$ cat src/rtl/hsk_pkg.sv
package hsk_pkg;
  // Which data access and which enable edge launch the C2 strobe.
  typedef enum logic {
    ROLE_RD_STROBE = 1'b0,  // strobe after data read, on falling enable tick
    ROLE_WR_STROBE = 1'b1   // strobe after data write, on rising enable tick
  } port_role_e;

  localparam int unsigned MIN_SYNC_STAGES = 2;
endpackage

$ cat src/rtl/hsk_sync.sv
module hsk_sync #(
  parameter int unsigned STAGES = 2
) (
  input  logic clk,
  input  logic rst_n,
  input  logic d,
  output logic q
);
  logic [STAGES-1:0] chain;

  always_ff @(posedge clk or negedge rst_n) begin
    if (!rst_n) begin
      chain <= '0;
    end else begin
      chain[0] <= d;
      for (int i = 1; i < STAGES; i++) chain[i] <= chain[i-1];
    end
  end

  assign q = chain[STAGES-1];
endmodule

$ cat src/rtl/hsk_edge_arm.sv
// Edge detector that only fires after being conditioned by an enable tick
// seen while the line sat at its inactive level.
module hsk_edge_arm (
  input  logic clk,
  input  logic rst_n,
  input  logic lvl,       // synchronised line
  input  logic act_hi,    // 1: rising edge is active
  input  logic arm_tick,  // any enable tick
  output logic hit
);
  logic prev_q, armed_q;
  logic at_active;

  assign at_active = (lvl == act_hi);
  assign hit       = armed_q & at_active & (prev_q != act_hi);

  always_ff @(posedge clk or negedge rst_n) begin
    if (!rst_n) begin
      prev_q  <= 1'b0;
      armed_q <= 1'b0;
    end else begin
      prev_q <= lvl;
      if (at_active)     armed_q <= 1'b0;
      else if (arm_tick) armed_q <= 1'b1;
    end
  end
endmodule

$ cat src/rtl/hsk_c2_drive.sv
// C2 output level: manual, strobe with C1 restore, strobe with enable restore.
module hsk_c2_drive (
  input  logic clk,
  input  logic rst_n,
  input  logic cr3,
  input  logic cr4,
  input  logic cr5,
  input  logic access,     // data access that launches a strobe
  input  logic sedge,      // enable tick that moves the strobe
  input  logic desel_end,  // end of an enable pulse while deselected
  input  logic c1_hit,     // armed active C1 transition
  output logic c2_level
);
  logic pend_q, dsl_q, lvl_q;
  logic strobe_md, manual_md, assert_now;

  assign strobe_md  = cr5 & ~cr4;
  assign manual_md  = cr5 & cr4;
  assign assert_now = sedge & pend_q;

  always_ff @(posedge clk or negedge rst_n) begin
    if (!rst_n) begin
      pend_q <= 1'b0;
      dsl_q  <= 1'b0;
      lvl_q  <= 1'b1;
    end else if (!strobe_md) begin
      pend_q <= 1'b0;
      dsl_q  <= 1'b0;
      lvl_q  <= manual_md ? cr3 : 1'b1;
    end else begin
      if (assert_now)  pend_q <= 1'b0;
      else if (access) pend_q <= 1'b1;

      if (assert_now)     dsl_q <= 1'b0;
      else if (desel_end) dsl_q <= 1'b1;

      if (assert_now)                       lvl_q <= 1'b0;
      else if (!lvl_q && !cr3 && c1_hit)    lvl_q <= 1'b1;
      else if (!lvl_q && cr3 && sedge && dsl_q) lvl_q <= 1'b1;
    end
  end

  assign c2_level = lvl_q;

  assert_manual_follow_R6: assert property (@(posedge clk) disable iff (!rst_n)
    (cr5 && cr4) |=> (lvl_q == $past(cr3)));

  // Also covers the write-strobe role of R9 through sedge.
  assert_strobe_low_R7: assert property (@(posedge clk) disable iff (!rst_n)
    (strobe_md && pend_q && sedge) |=> !lvl_q);

  assert_restore_needs_desel_R8: assert property (@(posedge clk) disable iff (!rst_n)
    (strobe_md && cr3 && !lvl_q && !dsl_q) |=> !lvl_q);
endmodule

$ cat src/rtl/hsk_ctl_unit.sv
module hsk_ctl_unit
  import hsk_pkg::*;
#(
  parameter port_role_e  ROLE        = ROLE_RD_STROBE,
  parameter int unsigned SYNC_STAGES = MIN_SYNC_STAGES
) (
  input  logic clk,
  input  logic rst_n,
  input  logic cr0,
  input  logic cr1,
  input  logic cr3,
  input  logic cr4,
  input  logic cr5,
  input  logic dat_rd,
  input  logic dat_wr,
  input  logic en_rise,
  input  logic en_fall,
  input  logic sel,
  input  logic c1_pin,
  input  logic c2_pin,
  output logic c2_out,
  output logic c2_oe,
  output logic flag_c1,
  output logic flag_c2,
  output logic irq_n
);
  localparam bit WR_ROLE = (ROLE == ROLE_WR_STROBE);

  logic c1_s, c2_s, c1_hit, c2_hit, arm_tick;
  logic blk_q, f1_q, f2_q;
  logic access, sedge, desel_end;

  assign arm_tick  = en_rise | en_fall;
  assign desel_end = en_fall & ~sel;
  assign access    = WR_ROLE ? dat_wr  : dat_rd;
  assign sedge     = WR_ROLE ? en_rise : en_fall;

  hsk_sync #(.STAGES(SYNC_STAGES)) u_sync_c1 (.clk(clk), .rst_n(rst_n), .d(c1_pin), .q(c1_s));
  hsk_sync #(.STAGES(SYNC_STAGES)) u_sync_c2 (.clk(clk), .rst_n(rst_n), .d(c2_pin), .q(c2_s));

  hsk_edge_arm u_edge_c1 (.clk(clk), .rst_n(rst_n), .lvl(c1_s), .act_hi(cr1),
                          .arm_tick(arm_tick), .hit(c1_hit));
  hsk_edge_arm u_edge_c2 (.clk(clk), .rst_n(rst_n), .lvl(c2_s), .act_hi(cr4),
                          .arm_tick(arm_tick), .hit(c2_hit));

  // Flags and the post-read block.
  always_ff @(posedge clk or negedge rst_n) begin
    if (!rst_n) begin
      blk_q <= 1'b0;
      f1_q  <= 1'b0;
      f2_q  <= 1'b0;
    end else begin
      if (dat_rd)         blk_q <= 1'b1;
      else if (desel_end) blk_q <= 1'b0;

      if (dat_rd)                f1_q <= 1'b0;
      else if (c1_hit && !blk_q) f1_q <= 1'b1;

      if (dat_rd || cr5)                 f2_q <= 1'b0;
      else if (c2_hit && !blk_q)         f2_q <= 1'b1;
    end
  end

  hsk_c2_drive u_c2 (
    .clk(clk), .rst_n(rst_n), .cr3(cr3), .cr4(cr4), .cr5(cr5),
    .access(access), .sedge(sedge), .desel_end(desel_end),
    .c1_hit(c1_hit), .c2_level(c2_out)
  );

  assign c2_oe   = cr5;
  assign flag_c1 = f1_q;
  assign flag_c2 = f2_q;
  assign irq_n   = ~((f1_q & cr0) | (f2_q & cr3 & ~cr5));

  assert_clear_on_read_R5: assert property (@(posedge clk) disable iff (!rst_n)
    dat_rd |=> (!flag_c1 && !flag_c2));

  assert_no_set_while_blocked_R5: assert property (@(posedge clk) disable iff (!rst_n)
    (blk_q && !flag_c1) |=> !flag_c1);

  assert_c2flag_output_mode_R3: assert property (@(posedge clk) disable iff (!rst_n)
    cr5 |=> !flag_c2);

  assert_irq_c1_R4: assert property (@(posedge clk) disable iff (!rst_n)
    (flag_c1 && cr0) |-> !irq_n);

  assert_irq_quiet_R4: assert property (@(posedge clk) disable iff (!rst_n)
    (!flag_c1 && !flag_c2) |-> irq_n);

  assert_c1_needs_arm_R2: assert property (@(posedge clk) disable iff (!rst_n)
    (!flag_c1 && !c1_hit) |=> !flag_c1);
endmodule

$ cat config.mk
export PLATFORM = sky130hd
export DESIGN_NAME = hsk_ctl_unit
export DESIGN_NICKNAME = d
export VERILOG_FILES = /design/src/rtl/hsk_pkg.sv /design/src/rtl/hsk_sync.sv /design/src/rtl/hsk_edge_arm.sv /design/src/rtl/hsk_c2_drive.sv /design/src/rtl/hsk_ctl_unit.sv
export SDC_FILE = /design/constraint.sdc
export NUM_CORES = 1
export LEC_CHECK = 0
export ABC_AREA = 0
export BUFFER_PORTS_ARGS = -buffer_cell sky130_fd_sc_hd__buf_2
export CAP_MARGIN = 20
export CORE_MARGIN = 4
export CORE_UTILIZATION = 42
export DETAILED_ROUTE_END_ITERATION = 8
export MAX_ROUTING_LAYER = met4
export PLACE_DENSITY = 0.68
export SKIP_LAST_GASP = 1
export SYNTH_ARGS = -nofsm -noshare
export SYNTH_HDL_FRONTEND = slang
export SYNTH_SLANG_ARGS = --single-unit
$ cat constraint.sdc
create_clock -name clk -period 3.1 [get_ports clk]
set_input_delay 0.62 -clock clk [delete_from_list [all_inputs] [get_ports clk]]
set_output_delay 0.62 -clock clk [all_outputs]
set_load 0.01 [all_outputs]
==> reports/qor.txt, run 1 <==
Final Non-Filler Cells = 85
DRT iter0 DRCs = 4
Buf+Inv Stages, Crit Path = 2
global-route wire length before repair = 1.58 mm
CTS Root Cell = clkbuf_4
setup TNS = 0 ps
Hold Worst Slack = 226 ps
Max Clock Freq = 0.591 GHz
vias post-DR = 431
combinational share of power = 0.096
largest net degree at the start of global routing = 15
switching share of power = 0.217
Mapped Nets = 65
# Post-CTS Setup Buffers = 0
critical path required time = 2480 ps
layout cells sized above 1 = 0.329
crit path launch type = input pin
cts bufs inserted = 3
Cell Count Post-Placement = 81
Yosys cell types = 26
initial antenna violation count = 0
Psw = 78.0 uW
Initial Utilization = 0.444
Hold Crit Class = input pin to async pin
io pins = 19
cell row count = 13
post-synthesis sequential area ratio = 0.608
cells after synthesis = 51
die area = 2030 um2
Layout fillers = 123
Avg Cell Area, Syn = 11.3 um2
clk_lat worst skew = 270 ps
Crit Reg-Reg Endpoint = flag_c2
core area = 1300 um2
Bufs on Longest Clock Path = 2
cell repeated most along the worst path = buf_2
WL met3 = 74 um
vias in the first global route = 403
Fin. Hold Viols = 0
Crit. End Element = output pin
unrepaired setup endpoints after global routing = no
PostCTS Resize Cnt = 0
WL/cell = 11.3 um
clk sinks = 14
DRT Wirelength = 957 um
n_diodes = 0
Synth Cell Area = 578 um2
top_reg_cell synth = dfrtp_1
synth warn = 0
fin. max-slew vios = 0
met1 wire length = 441 um
CP max-delay cell = buf_2
Layout Nets = 85
max cap viols = 0
die width = 45.1 um
vias per inst = 5.07
sequential power share = 0.555
Highest Signal Layer = met4
clock edge transition at the registers on the reported setup and hold paths = 80 ps
largest fanout on the critical path = 4
die outline height = 45.1 um
Worst-Margin Slew = 309 ps
status = finished clean
P&R area growth vs syn = 22.1%
met2 wire length = 422 um
max_slew headroom = 0.794
Post-Route Skew = 1.09 ps
leading area contributor after synthesis = dfrtp_1
Post-route DRC = 0
port bufs = 17
R2R depth = 3
H-tree Lvls = 1
Total Routing Usage GR = 0.111
DP Worst Slack = 1410 ps
final worst slack = 1410 ps
FFs w/ async S/R, synth = 1.00
Synth area leaders = dfrtp_1, dfstp_2, nand2b_1
grt ovf = 0
top cells by count, synth = dfrtp_1, nor2_1, a21oi_1, inv_1, nand2b_1
Max VDD drop = 0.334 mV
DRT Pass-1 Iters = 3
leakage power = 0.327 nW
crit path kind = input pin to output pin
critical path cell sequence = buf_2 > nand2_1 > nor2_1 > a21oi_1 > buf_2
share of the synthesized area in the top cell type = 0.563
r2r setup slk = 2010 ps
most frequent cell after synthesis = dfrtp_1
number of synthesized flops with an enable pin = 0
Max stage delay on crit path = 140 ps
Antenna Nets Post-Route = 0
dpl hpwl = 765 um
share of total power in the clock network = 0.349
Yosys reg bits = 14
final period utilization = 0.546
# setup viols final = 0
Largest delay share family, worst path = buffers and inverters
Pint = 282 uW
Final Util = 0.542
worst r2r src = u_sync_c2.chain[1]
Arrival @ worst endpoint = 1070 ps
Period minus WS final = 1690 ps
P per Cell Area = 509 nW/um2
TritonCTS clock tree = built
# hold bufs at CTS = 0
routability cong. = 0.756
-- metal layers --
layer,vias up,track usage
li1,217,-
met1,197,0.136
met2,15,0.175
met3,2,0.0239
met4,0,0.0526
met5,-,-
-- stage by stage --
step | area [um2] | power [mW]
6_report | 706 | 0.360
5_1_grt | 706 | 0.381
4_1_cts | 706 | 0.367
3_5_place_dp | 669 | 0.239
2_1_floorplan | 578 | 0.220
3_3_place_gp | 669 | 0.238
-- sequential cells by signal, summed over array words and instances (netlist names) --
signal / flops
u_c2.pend_q: 1
u_edge_c2.armed_q: 1
flag_c2: 1
u_sync_c2.chain: 2
u_edge_c1.armed_q: 1
u_edge_c2.prev_q: 1
flag_c1: 1
u_edge_c1.prev_q: 1
u_sync_c1.chain: 2
u_c2.c2_level: 1
blk_q: 1
u_c2.dsl_q: 1
-- cell families after synthesis --
logic type	count (synthesis)	synth area share
multiplexers	1	0.0173
AO/OA/AOI/OAI	11	0.130
XOR/XNOR	2	0.0303
flip-flops	14	0.608
buffers and inverters	5	0.0411
AND/OR/NAND/NOR	18	0.173
-- worst max-delay path by stage --
stage,cells after the start,startpoint,endpoint
2_1_floorplan,3,cr3,irq_n
3_3_place_gp,5,cr3,irq_n
3_5_place_dp,5,cr3,irq_n
4_1_cts,5,cr3,irq_n
5_1_grt,5,cr3,irq_n
6_report,5,cr3,irq_n
-- cell usage in the layout, fill, tap and decap left out --
cell type,synthesis,layout
o21a_1,1,1
clkbuf_4,0,3
a211oi_1,1,1
a31oi_1,1,1
and3b_1,1,1
inv_1,3,3
a21o_1,1,1
nand2_1,2,2
mux2i_1,1,1
o211ai_1,1,1
clkbuf_8,0,1
or3b_1,1,1
o21ai_0,1,1
a221oi_1,1,1
a21oi_1,3,3
nor3_1,2,2
nand2b_1,3,3
nor2b_1,1,1
xnor2_1,2,2
dfrtp_1,13,13
buf_2,1,17
nor3b_1,1,1
nor2_1,5,5
dfstp_2,1,1
nand3b_1,1,1
a211o_2,1,1
nand4_1,1,1
-- cell type report --
type | instances | area, um2 | share of cell area
inverter | 3 | 11.3 | 0.0160
multi-input combinational | 32 | 203 | 0.287
sequential | 14 | 352 | 0.498
clock buffer | 4 | 36.3 | 0.0514
timing repair buffer | 17 | 85.1 | 0.121
tap | 15 | 18.8 | 0.0266
-- power groups by stage --
| stage | logic, mW | clock network [mW] | registers [mW] |
|---|---|---|---|
| 6_report | 0.0345 | 0.125 | 0.200 |
| 5_1_grt | 0.0387 | 0.141 | 0.201 |
| 4_1_cts | 0.0353 | 0.132 | 0.200 |
| 3_5_place_dp | 0.0352 | 0 | 0.203 |
| 3_3_place_gp | 0.0348 | 0 | 0.203 |
| 2_1_floorplan | 0.0176 | 0 | 0.203 |
(Power assumes the default switching activity.)
==> run 2, diff against run 1 <==
--- a/config.mk
+++ b/config.mk
@@ -12,7 +12,7 @@
 export CORE_UTILIZATION = 42
 export DETAILED_ROUTE_END_ITERATION = 8
 export MAX_ROUTING_LAYER = met4
-export PLACE_DENSITY = 0.68
+export PLACE_DENSITY = 0.71
 export SKIP_LAST_GASP = 1
 export SYNTH_ARGS = -nofsm -noshare
 export SYNTH_HDL_FRONTEND = slang
==> constraint.sdc (replaced) <==
create_clock -name clk -period 1.4 [get_ports clk]
set_input_delay 0.28 -clock clk [delete_from_list [all_inputs] [get_ports clk]]
set_output_delay 0.28 -clock clk [all_outputs]
set_load 0.01 [all_outputs]
==> reports/qor.txt, run 2 (synthesized netlist as in run 1, its figures left out) <==
Fin. Hold Viols = 0
Final Non-Filler Cells = 87
Hold Crit Class = input pin to flop
Arrival @ worst endpoint = 1010 ps
unrepaired setup endpoints after global routing = yes
WL/cell = 12.1 um
crit path kind = flop to output pin
Max VDD drop = 0.625 mV
Bufs on Longest Clock Path = 2
vias per inst = 5.16
n_diodes = 0
Antenna Nets Post-Route = 0
switching share of power = 0.223
grt ovf = 0
Layout fillers = 112
commonest cells after routing, fill and taps aside = buf_2, dfrtp_1, nor2_1
DRT Pass-1 Iters = 6
DRT iter0 DRCs = 5
Top Registers = u_sync_c1.chain (2), u_sync_c2.chain (2)
core area = 1300 um2
setup TNS = 0 ps
Total Routing Usage GR = 0.128
Cell Count Post-Placement = 81
Post-Route Skew = 3.63 ps
final period utilization = 0.920
max cap viols = 0
clk sinks = 14
combinational share of power = 0.099
status = finished clean
clock edge transition at the registers on the reported setup and hold paths = 80 ps
vias in the first global route = 447
critical path required time = 1120 ps
fin. max-slew vios = 0
max_slew headroom = 0.794
Pint = 625 uW
# setup viols final = 0
largest net degree at the start of global routing = 15
DRT Wirelength = 1.06 mm
Initial Utilization = 0.444
dpl hpwl = 808 um
port bufs = 17
Layout Nets = 87
Period minus WS final = 1290 ps
worst r2r src = u_sync_c2.chain[1]
cts bufs inserted = 3
share of total power in the clock network = 0.351
Post-route DRC = 0
global-route wire length before repair = 1.81 mm
Worst-Margin Slew = 308 ps
Hold Crit Start = c2_pin
TritonCTS clock tree = built
leakage power = 0.336 nW
Max Clock Freq = 0.776 GHz
total power = 805 uW
layout cells sized above 1 = 0.333
commonest non-fill, non-tap cell in the layout = buf_2
cell row count = 13
sequential power share = 0.550
Psw = 179 uW
CTS Root Cell = clkbuf_4
vias post-DR = 449
P&R area growth vs syn = 25.1%
crit path launch = flag_c2
die width = 45.1 um
die area = 2030 um2
io pins = 19
crit path launch type = flop
PostCTS Resize Cnt = 0
clk_lat worst skew = 270 ps
initial antenna violation count = 0
H-tree Lvls = 1
die outline height = 45.1 um
largest fanout on the critical path = 3
Crit. End Element = output pin
P per Cell Area = 1110 nW/um2
routability cong. = 0.814
-- run 2: worst max-delay path, cell delays in order (launching register included) --
cell and delay [ps]:
dfrtp_1 400, nand2_1 60, nor2_1 40, a21oi_1 100
buf_2 140
-- run 2: through the flow --
stage | utilization | hold WS [ps] | setup slack (ps) | cell area (um2)
floorplan | - | -15.6 | 366 | 578
global placement | 0.514 | 187 | 284 | 669
detailed placement | 0.514 | 194 | 273 | 669
CTS | 0.550 | 103 | 85.7 | 716
global route | 0.556 | 83.5 | -2.69 | 723
finish | 0.556 | 109 | 112 | 723
-- run 2: power by group through the flow --
stage               logic, mW  registers (mW)  clock network [mW]
floorplan              0.0390           0.449                   0
global placement       0.0765           0.450                   0
detailed placement     0.0788           0.450                   0
CTS                    0.0813           0.443               0.293
global route           0.0898           0.446               0.323
finish                 0.0795           0.442               0.283
-- run 2: layer usage --
layer	vias up	global-route usage	share of wire
li1	215	-	-
met1	214	0.142	0.46
met2	18	0.206	0.44
met3	2	0.0359	0.091
met4	0	0.0702	0.011
met5	-	-	0
-- run 2: what timing repair did --
item,in CTS,in global routing
endpoints found under the hold margin,13,0
setup buffers,0,1
setup endpoints to repair,0,1
hold buffers,1,0
-- run 2: final cells by class --
cell class | count | area (um2) | share of cell area
repair buffers | 19 | 103 | 0.142
clock buffers | 4 | 36.3 | 0.0502
inverters | 3 | 11.3 | 0.0156
well taps | 15 | 18.8 | 0.0260
flip-flops and latches | 14 | 352 | 0.486
multi-input cells | 32 | 203 | 0.280
-- run 2: worst paths after layout --
path	end	slack (ps)	cells after the start
max in group asynchronous	u_c2.c2_level	690	2
worst min-delay path	u_sync_c2.chain[0]	110	1
worst min register to register	u_sync_c2.chain[1]	360	0
worst max-delay path	irq_n	110	4
worst max register to register	flag_c2	300	3
min in group asynchronous	flag_c1	430	2
==> run 3, diff against run 2 <==
--- a/config.mk
+++ b/config.mk
@@ -6,13 +6,12 @@
 export NUM_CORES = 1
 export LEC_CHECK = 0
 export ABC_AREA = 0
-export BUFFER_PORTS_ARGS = -buffer_cell sky130_fd_sc_hd__buf_2
 export CAP_MARGIN = 20
 export CORE_MARGIN = 4
 export CORE_UTILIZATION = 42
 export DETAILED_ROUTE_END_ITERATION = 8
+export DONT_BUFFER_PORTS = 1
 export MAX_ROUTING_LAYER = met4
-export PLACE_DENSITY = 0.71
 export SKIP_LAST_GASP = 1
 export SYNTH_ARGS = -nofsm -noshare
 export SYNTH_HDL_FRONTEND = slang
==> reports/qor.txt, run 3 (synthesized netlist as in run 1, its figures left out) <==
n_diodes = 0
clk_lat worst skew = 280 ps
Total Routing Usage GR = 0.135
TritonCTS clock tree = built
share of total power in the clock network = 0.366
grt ovf = 0
Max Clock Freq = 0.778 GHz
commonest cells after routing, fill and taps aside = dfrtp_1, nor2_1, inv_1, nand2b_1, clkbuf_4
clock edge transition at the registers on the reported setup and hold paths = 80 ps
met1 wire length = 467 um
WL/cell = 15.6 um
Post-route DRC = 0
unrepaired setup endpoints after global routing = no
Top Registers = u_sync_c1.chain (2), u_sync_c2.chain (2)
io pins = 19
combinational share of power = 0.062
die area = 2030 um2
Finished Cell Area = 644 um2
vias post-DR = 395
clk sinks = 14
cts bufs inserted = 3
Psw = 166 uW
status = finished clean
core area = 1300 um2
die outline height = 45.1 um
vias per inst = 5.64
max cap viols = 0
setup TNS = 0 ps
critical path required time = 1120 ps
P per Cell Area = 1210 nW/um2
max_slew headroom = 0.596
met2 wire length = 491 um
Cell Count Post-Placement = 64
Bufs on Longest Clock Path = 2
Area after DPL = 584 um2
H-tree Lvls = 1
Final Non-Filler Cells = 70
Crit. End Element = output pin
Hold Worst Slack = 21.9 ps
vias in the first global route = 425
final worst slack = 115 ps
fin. max-slew vios = 0
port bufs = 0
Pint = 613 uW
switching share of power = 0.213
Hold Crit Class = input pin to flop
WL met3 = 99 um
DP Worst Slack = 316 ps
largest net degree at the start of global routing = 15
DRT Wirelength = 1.09 mm
Highest Signal Layer = met4
Arrival @ worst endpoint = 1000 ps
final period utilization = 0.918
layout cells sized above 1 = 0.127
Fin. Hold Viols = 0
crit path launch type = flop
Layout Nets = 70
largest fanout on the critical path = 3
Period minus WS final = 1280 ps
dpl hpwl = 828 um
crit path kind = flop to output pin
leakage power = 0.268 nW
global-route wire length before repair = 1.88 mm
routability cong. = 0.751
Post-Route Skew = 0.372 ps
DRT iter0 DRCs = 5
Initial Utilization = 0.444
Antenna Nets Post-Route = 0
commonest non-fill, non-tap cell in the layout = dfrtp_1
# setup viols final = 0
Layout fillers = 125
sequential power share = 0.571
Max VDD drop = 0.645 mV
DRT Pass-1 Iters = 3
CTS Root Cell = clkbuf_4
cell row count = 13
die width = 45.1 um
initial antenna violation count = 0
Worst-Margin Slew = 604 ps
P&R area growth vs syn = 11.5%
## run 3: changes by cell type in the layout (fill, tap and decap cells not counted)
cell / before / now
buf_2: 17 / 0
a21oi_1: 3 / 2
a21oi_2: 0 / 1
buf_4: 1 / 0
dlygate4sd3_1: 1 / 2
## run 3: worst paths after layout
check                                   startpoint                 end  slack [ps]  depth (start not counted)
worst max-delay path                       flag_c2               irq_n         120                          3
worst min register to register  u_sync_c1.chain[0]  u_sync_c1.chain[1]         350                          0
max in group asynchronous                    rst_n         u_c2.pend_q         570                          1
worst min-delay path                        c1_pin  u_sync_c1.chain[0]          20                          0
worst max register to register  u_sync_c2.chain[1]             flag_c2         310                          3
min in group asynchronous                    rst_n    u_edge_c2.prev_q         440                          1
## run 3: timing repair
action / in CTS / in global routing
hold endpoints to repair: 14 / 1
buffers inserted: 0 / 0
hold buffers: 1 / 1
resized for setup: 0 / 1
setup endpoints to repair: 0 / 1
## run 3: metrics by stage
step,util,power (mW)
floorplan,-,0.488
global placement,0.449,0.488
detailed placement,0.449,0.491
CTS,0.485,0.793
global route,0.495,0.827
finish,0.495,0.779
## run 3: area by class of cell
type,count,area (um2),share of cell area
sequential,14,352,0.546
multi-input combinational,32,206,0.320
clock buffer,4,36.3,0.0563
timing repair buffer,2,20.0,0.0311
tap,15,18.8,0.0291
inverter,3,11.3,0.0175
## run 3: worst max-delay path, stage by stage (launching register included)
cell     delay [ps]
dfrtp_1         440
nand2_1          90
nor2_1           50
a21oi_2         150
## run 3: power groups by stage
| stage | sequential (mW) | combinational, mW | clock (mW) |
|---|---|---|---|
| 2_1_floorplan | 0.449 | 0.0390 | 0 |
| 3_3_place_gp | 0.452 | 0.0359 | 0 |
| 3_5_place_dp | 0.453 | 0.0379 | 0 |
| 4_1_cts | 0.445 | 0.0480 | 0.300 |
| 5_1_grt | 0.449 | 0.0558 | 0.323 |
| 6_report | 0.445 | 0.0486 | 0.285 |
## run 3: metal layers
layer | GRT usage | vias up
met2 | 0.175 | 17
met3 | 0.0359 | 5
li1 | - | 187
met1 | 0.179 | 186
met4 | 0.0994 | 0
met5 | - | -
